===== src/rtl/fpx_pkg.sv =====
package fpx_pkg;
  localparam int NFLAGS = 5;
  // flag positions inside the 5-bit flag vector and current field
  localparam int FLG_INVALID = 4;
  localparam int FLG_OVERFLOW = 3;
  localparam int FLG_UNDERFLOW = 2;
  localparam int FLG_DIVZERO = 1;
  localparam int FLG_INEXACT = 0;
  typedef logic [NFLAGS-1:0] fpx_flags_t;
endpackage


===== src/rtl/fpx_flag_gather.sv =====
module fpx_flag_gather
  import fpx_pkg::*;
(
  input  logic       vld_i,
  input  fpx_flags_t flags_i,
  output fpx_flags_t cexc_o,
  output logic       any_o
);
  localparam int IDX [NFLAGS] = '{FLG_INEXACT, FLG_DIVZERO, FLG_UNDERFLOW,
                                   FLG_OVERFLOW, FLG_INVALID};
  for (genvar g = 0; g < NFLAGS; g++) begin : g_flag
    assign cexc_o[IDX[g]] = vld_i & flags_i[IDX[g]];
  end
  assign any_o = |cexc_o;
endmodule


===== src/rtl/fpx_trap_eval.sv =====
module fpx_trap_eval
  import fpx_pkg::*;
(
  input  fpx_flags_t cexc_i,
  input  fpx_flags_t tem_i,
  output logic       trap_o
);
  fpx_flags_t hit;
  for (genvar g = 0; g < NFLAGS; g++) begin : g_hit
    assign hit[g] = cexc_i[g] & tem_i[g];
  end
  assign trap_o = |hit;
endmodule


===== src/rtl/fpx_status_unit.sv =====
module fpx_status_unit
  import fpx_pkg::*;
#(
  parameter int FSR_W     = 32,
  parameter int CEXC_LSB  = 0,
  parameter int AEXC_LSB  = 5,
  parameter int TEM_LSB   = 23,
  parameter int FTT_LSB   = 14,
  parameter int FTT_W     = 3,
  parameter int IEEE_CODE = 1
) (
  input  logic             clk,
  input  logic             rst,
  input  logic             op_start,
  input  logic             flag_vld,
  input  logic [4:0]       flag_in,
  input  logic             sw_we,
  input  logic [FSR_W-1:0] sw_wdata,
  output logic [FSR_W-1:0] fsr_q,
  output logic             trap_req
);
  localparam logic [FTT_W-1:0] FTT_IEEE = FTT_W'(IEEE_CODE);

  logic [FSR_W-1:0] base_w, next_w;
  fpx_flags_t       raised, cexc_new;
  logic             any_raised, enabled_hit, trap_nxt;

  fpx_flag_gather u_gather (
    .vld_i  (flag_vld),
    .flags_i(flag_in),
    .cexc_o (raised),
    .any_o  (any_raised)
  );

  // start-of-operation clear is applied before the flags are merged
  always_comb begin
    base_w = fsr_q;
    if (op_start) begin
      base_w[FTT_LSB +: FTT_W]   = '0;
      base_w[CEXC_LSB +: NFLAGS] = '0;
    end
  end

  assign cexc_new = base_w[CEXC_LSB +: NFLAGS] | raised;

  fpx_trap_eval u_eval (
    .cexc_i(cexc_new),
    .tem_i (base_w[TEM_LSB +: NFLAGS]),
    .trap_o(enabled_hit)
  );

  always_comb begin
    next_w   = base_w;
    trap_nxt = 1'b0;
    if (any_raised) begin
      next_w[CEXC_LSB +: NFLAGS] = cexc_new;
      if (enabled_hit) begin
        next_w[FTT_LSB +: FTT_W] = FTT_IEEE;
        trap_nxt = 1'b1;
      end else begin
        next_w[AEXC_LSB +: NFLAGS] = base_w[AEXC_LSB +: NFLAGS] | cexc_new;
      end
    end
    if (sw_we) begin
      next_w   = sw_wdata;
      trap_nxt = 1'b0;
    end
  end

  always_ff @(posedge clk) begin
    if (rst) begin
      fsr_q    <= '0;
      trap_req <= 1'b0;
    end else begin
      fsr_q    <= next_w;
      trap_req <= trap_nxt;
    end
  end


  sw_load_chk: assert property (@(posedge clk) disable iff (rst)
    $past(sw_we) |-> (fsr_q == $past(sw_wdata)) && !trap_req);


  trap_keeps_accrued_chk: assert property (@(posedge clk) disable iff (rst)
    trap_req |-> (fsr_q[AEXC_LSB +: NFLAGS] == $past(fsr_q[AEXC_LSB +: NFLAGS]))
                 && (fsr_q[FTT_LSB +: FTT_W] == FTT_IEEE));


  accrued_no_loss_chk: assert property (@(posedge clk) disable iff (rst)
    !$past(sw_we) |-> ((fsr_q[AEXC_LSB +: NFLAGS] & $past(fsr_q[AEXC_LSB +: NFLAGS]))
                       == $past(fsr_q[AEXC_LSB +: NFLAGS])));


  start_clear_chk: assert property (@(posedge clk) disable iff (rst)
    ($past(op_start) && !$past(flag_vld) && !$past(sw_we)) |->
      (fsr_q[CEXC_LSB +: NFLAGS] == '0) && (fsr_q[FTT_LSB +: FTT_W] == '0));


  trap_needs_flags_chk: assert property (@(posedge clk) disable iff (rst)
    trap_req |-> $past(flag_vld) && ($past(flag_in) != '0));
endmodule


===== config.mk =====
export PLATFORM = sky130hd
export DESIGN_NAME = fpx_status_unit
export DESIGN_NICKNAME = d
export VERILOG_FILES = /design/src/rtl/fpx_pkg.sv /design/src/rtl/fpx_flag_gather.sv /design/src/rtl/fpx_trap_eval.sv /design/src/rtl/fpx_status_unit.sv
export SDC_FILE = /design/constraint.sdc
export NUM_CORES = 1
export LEC_CHECK = 0
export ABC_AREA = 1
export BUFFER_PORTS_ARGS = -buffer_cell sky130_fd_sc_hd__buf_4
export CORE_MARGIN = 4
export CORE_UTILIZATION = 41
export DETAILED_ROUTE_END_ITERATION = 6
export PLACE_DENSITY_LB_ADDON = 0.3
export SLEW_MARGIN = 20
export SYNTH_ARGS = -nofsm -noshare
export SYNTH_HDL_FRONTEND = slang
export SYNTH_HIERARCHICAL = 1
export SYNTH_SLANG_ARGS = --single-unit

===== constraint.sdc =====
create_clock -name clk -period 1.17 [get_ports clk]
set_clock_uncertainty 0.15 [all_clocks]
set_input_delay 0.234 -clock clk [delete_from_list [all_inputs] [get_ports clk]]
set_output_delay 0.234 -clock clk [all_outputs]
set_load 0.02 [all_outputs]

==> results of run 1 <==
-- Yosys cell counts, drive strengths merged --
master   n  share of area (%)
nand3    7                3.9
a21oi    7                4.0
nand2   48                 12
inv     22                6.2
nor2    58                 14
dfxtp   33                 43
nand4    1               0.41
buf     10                6.9
o21ai   24                9.0
-- what timing repair did --
action	4_1_cts	5_1_grt
setup endpoints to repair	19	26
pin swaps	5	4
cloned	0	0
gates resized for setup	25	18
setup buffers	2	6
-- per-layer routing --
| metal | wire length, µm | part of all wire [%] |
|---|---|---|
| met5 | 0 | 0 |
| met4 | 43 | 1.1 |
| met3 | 327 | 8.0 |
| met2 | 1841 | 45 |
| met1 | 1864 | 46 |
-- worst max path at each step --
stage	start	endpoint	slack [ns]	depth (start not counted)
after floorplan	fsr_q[1]	fsr_q[6]	-0.1	9
after global placement	op_start	fsr_q[9]	-0.47	11
after detailed placement	op_start	fsr_q[9]	-0.44	11
after CTS	fsr_q[2]	fsr_q[9]	-0.17	9
after global routing	fsr_q[1]	fsr_q[5]	-0.27	9
final	fsr_q[3]	fsr_q[5]	-0.16	9
-- through the flow --
stage | std cells | power [W]
finish | 351 | 0.002812
global route | 351 | 0.002977
CTS | 348 | 0.002816
detailed placement | 338 | 0.001963
global placement | 338 | 0.001954
floorplan | 210 | 0.001648
-- cells in the final DEF (no fill, tap or decap) --
cell type   instances
dfxtp_1            16
o21ai_2             5
a21oi_2             7
nand3_1             1
inv_6               1
o21ai_0            14
buf_4              81
clkinv_2            2
inv_2               4
nor2_1             55
dfxtp_4             1
o21ai_1             5
nand2_1            35
inv_8               1
nor2_2              1
nand3_2             6
clkbuf_8            5
buf_6              16
clkinvlp_4          1
dfxtp_2            16
nand2_2            13
inv_1              16
nand4_1             1
nor2_4              2
-- flip-flops by register name (all words and copies together) (netlist names) --
name,cells
fsr_q,32
trap_req,1
-- critical path, stage by stage (launching register included) --
cell	delay (ns)
dfxtp_2	0.33
nand2_2	0.07
nand2_2	0.06
nand2_1	0.05
inv_1	0.06
nor2_4	0.11
nand2_2	0.08
nor2_4	0.15
nand2_1	0.09
a21oi_2	0.12
-- kinds of logic after synthesis --
group,Yosys count,share of synthesized area (%)
AOI/OAI and AO/OA,31,13.03
and+or+nand+nor,114,30.86
DFF,33,43.00
buffers and inverters,32,13.11
-- area by class of cell --
cell class / instances / area (µm²)
fill: 311 / 1037
timing repair buffer: 97 / 788.3
multi-input combinational: 145 / 719.4
sequential: 33 / 684.4
inverter: 22 / 95.09
clock buffer: 5 / 68.82
tap: 46 / 57.56
clock inverter: 3 / 17.52
-- power groups by stage --
stage	Clock, W	Sequential (W)	Combinational [W]
2_1_floorplan	0	0.00137	0.000275
3_3_place_gp	0	0.00128	0.000678
3_5_place_dp	0	0.00128	0.000685
4_1_cts	0.000830	0.00126	0.000727
5_1_grt	0.000893	0.00127	0.000815
6_report	0.000804	0.00126	0.000747
==> metrics, run 1 <==
status=complete, but fails checks; failing checks=negative setup slack; Worst R2R End=fsr_q[5]; Clk pwr share=28.6%; Via Count=1592; total negative slack=-1.350 ns; HPWL after DPL=2918 µm; clk buf depth=2; CTS buffer count=5; final hold vios=0; critical setup path kind=reg -> reg; Clock Latency Late Sink=0.28 ns; distinct cell type count after synthesis=20; Seq pwr share=44.9%; remaining antenna violation count=0; Reg2Reg Setup Slack=-0.16 ns; # rows=21; pin count of the biggest net entering global routing=36; Worst slew margin=80.42%; met2 Use GR=27.12%; Worst R2R Start=fsr_q[3]; Core Box Area=3468 µm²; RePlAce Congestion=0.7681; worst hold slack=0.02807 ns; Switch Pwr=0.0008229 W; nets=346; first-pass detailed-route iteration total=4; Slew @ Worst Pin=0.2929 ns; number of global-route vias before repair=1499; Final min period=1.332 ns; Post-Route WL=4077 µm; Leakage Power=1.269 nW; Sw Share=29.26%; CTS Root Cell=clkbuf_8; Die Ht=69.22 µm; setup ws final=-0.1619 ns; die area=4791 µm²; syn nets=252; Internal Power=0.001990 W; CP Launch Type=flop; unrepaired setup endpoints after global routing=yes; origin of the worst min-delay path=sw_wdata[10]; Max Clock Freq=0.7508 GHz; peak supply drop=0.5817 mV; GR peak layer=met2; Post-Place Cell Area=2192 µm²; CTS Sinks=33; Comb power frac=26.6%; Remaining DRCs=0; CTS tree=done; share of cells above drive strength 1=53.11%; Post-Syn Area=1536 µm²; hold crit path type=in -> reg; Power Dens Cells=1157 nW/µm²; Avg Cell Area, Syn=7.317 µm²; CTS Hold Bufs=0; wire per inst=11.62 µm; FF+latch count, synth=33; final design utilization=70.09%; grt ovf=0; Ys Warns=6; n_diodes=0; critical path required time=1.23 ns; first-pass GRT wire length=6782 µm; Cells after Synth=210; effective utilization at floorplan=44.30%; crit path capture type=flop; Layout area overhead=58.22%; final setup violation count=16; DR iter-0 viols=61; htree depth=2; Final Cell Area=2431 µm²; WHS Path Cells=3; register area share after synthesis=43.00%; M1 GR Usage=21.32%; Die X=69.22 µm; drt via density=4.536; Worst Hold End=fsr_q[10]; max_cap viols=0; IO buf count=74; Worst Path Arrival=1.39 ns; met3 usage=7.246%; period utilisation layout=113.8%; GRT Total Usage=17.30%; CTS clk-pin slew, worst paths=0.07 ns; initial antenna violation count=0; reg2reg path depth=9; io pins=75; dpl ws=-0.4450 ns; Slew Limit Fails=0; Max Fanout on Critical Path=5
Power figures use the tool's default switching activity.
==> run 2: changes to the inputs <==
--- a/config.mk
+++ b/config.mk
@@ -11,6 +11,7 @@
 export CORE_UTILIZATION = 41
 export DETAILED_ROUTE_END_ITERATION = 6
 export PLACE_DENSITY_LB_ADDON = 0.3
+export SETUP_SLACK_MARGIN = 0.1
 export SLEW_MARGIN = 20
 export SYNTH_ARGS = -nofsm -noshare
 export SYNTH_HDL_FRONTEND = slang
==> run 2 against run 1 <==
Against the previous run:
- the run still ends with negative setup slack left
- cell count fell by 0.28%
- die area did not move
- first-iteration DRC count rose by 4.9%
- worst setup slack got worse by 0.037 ns
- routed wire length rose by 5.1%
- via count rose by 3.2%
- global-route usage rose by 0.88 points
- critical path depth did not move
- cell area rose by 5.2%
- sequential share of layout area fell by 0.62 points
- critical path type unchanged
==> metrics, run 2 (synthesis results as in run 1) <==
Layout area overhead=66.53%; pin count of the biggest net entering global routing=36; peak supply drop=0.9738 mV; htree depth=2; n_diodes=0; GRT Total Usage=18.18%; crit path capture type=flop; Die Ht=69.22 µm; Die X=69.22 µm; Worst R2R Start=fsr_q[1]; unrepaired setup endpoints after global routing=yes; CP Launch Type=flop; Worst Path Buf+Inv=0; Max Clock Freq=0.7302 GHz; max reg flops=32; critical-path cell list=nand2_2 > nand2_2 > nand2_1 > nand2_1 > nor2_2 > nand2_2 > nor2_4 > nand2_1 > a21oi_2; CP startpoint=fsr_q[1]; Slew Limit Fails=0; io pins=75; number of global-route vias before repair=1618; effective utilization at floorplan=44.30%; Via Count=1643; max_cap viols=0; CTS Sinks=33; final hold vios=0; failing checks=negative setup slack; placed cells=337; CTS tree=done; Core Box Area=3468 µm²; period utilisation layout=117.0%; HPWL after DPL=3036 µm; nets=345; Leakage Power=1.305 nW; setup ws final=-0.1994 ns; # rows=21; Worst slew margin=77.50%; final setup violation count=17; Max Fanout on Critical Path=5; Slew @ Worst Pin=0.3367 ns; clk buf depth=2; Remaining DRCs=0; CTS clk-pin slew, worst paths=0.07 ns; IO buf count=74; share of cells above drive strength 1=57.57%; remaining antenna violation count=0; RePlAce Congestion=0.8672; most common cell after layout, fill and taps aside=buf_4; critical path's slowest cell=dfxtp_2; first-pass GRT wire length=7238 µm; status=complete, but fails checks; grt ovf=0; commonest non-fill, non-tap cells in the layout=buf_4 (56), nor2_1 (55), buf_6 (40), nand2_1 (37), dfxtp_2 (32); die area=4791 µm²; hold crit path type=in -> reg; slowest stage delay, CP=0.32 ns; DR iter-0 viols=64; CTS Root Cell=clkbuf_8; drt via density=4.694; worst hold slack=0.02365 ns; wire per inst=12.24 µm; origin of the worst min-delay path=sw_wdata[19]; Power Dens Cells=1225 nW/µm²; CTS buffer count=5; dpl ws=-0.4412 ns; Top reg by flops=fsr_q; top flop regs=fsr_q x32, trap_req x1; Post-Route WL=4284 µm; critical setup path kind=reg -> reg; fin cells=350; Top Family by Delay on Critical Path=simple AND/OR/NAND/NOR gates; Final min period=1.369 ns; initial antenna violation count=0; Clock Latency Late Sink=0.27 ns; Worst Path Arrival=1.43 ns; critical path required time=1.23 ns; first-pass detailed-route iteration total=4
## run 2: changes by cell type in the layout (fill, tap and decap cells not counted), sizes merged
cell,previous run,this run
clkbuf,5,7
buf,97,96
clkinv,2,0
bufinv,0,1
clkinvlp,1,0
## run 2: layout make-up
type                            count  area [µm²]
Clock inverter                      1       30.03
Inverter                           22       95.09
Sequential cell                    33       704.4
Timing Repair Buffer               96       870.8
Multi-Input combinational cell    145       714.4
Clock buffer                        7       86.33
Tap cell                           46       57.56
Fill cell                         280       909.6
## run 2: repair_timing
action	CTS	global route
gates resized for setup	77	4
pin swaps	4	4
setup endpoints to repair	46	47
hold buffers	0	0
gates cloned	0	0
setup buffers	3	4
## run 2: worst paths after layout
| path | end | slack [ns] | depth (start not counted) |
|---|---|---|---|
| max | fsr_q[9] | -0.20 | 9 |
| min | fsr_q[19] | 0.02 | 3 |
| min reg2reg | fsr_q[11] | 0.34 | 2 |
| max reg2reg | fsr_q[9] | -0.20 | 9 |
## run 2: worst register-to-register path, cell delays in order, from the launching register on
cell	delay, ns
dfxtp_2	0.32
nand2_2	0.07
nand2_2	0.07
nand2_1	0.07
nand2_1	0.06
nor2_2	0.10
nand2_2	0.10
nor2_4	0.16
nand2_1	0.11
a21oi_2	0.12
## run 2: layer usage
metal | share of wire [%] | track usage, %
met4 | 1.7 | 5.206
met1 | 42 | 21.41
met2 | 50 | 31.78
met3 | 6.3 | 5.362
met5 | 0 | 0
## run 2: through the flow
stage,utilization (%),instance area (µm²),setup TNS [ns],total power [W]
detailed placement,62.99,2185,-4.099,0.001956
CTS,73.23,2540,-1.675,0.003155
global placement,62.99,2185,-3.977,0.001946
floorplan,-,1554,-0.6175,0.001651
finish,73.77,2559,-1.708,0.003135
global route,73.77,2559,-3.243,0.003292
## run 2: where the power goes
group | total, W | switching, W | internal [W]
sequential | 0.00128 | 0.0000568 | 0.00122
combinational | 0.000783 | 0.000388 | 0.000394
clock | 0.00107 | 0.000380 | 0.000694
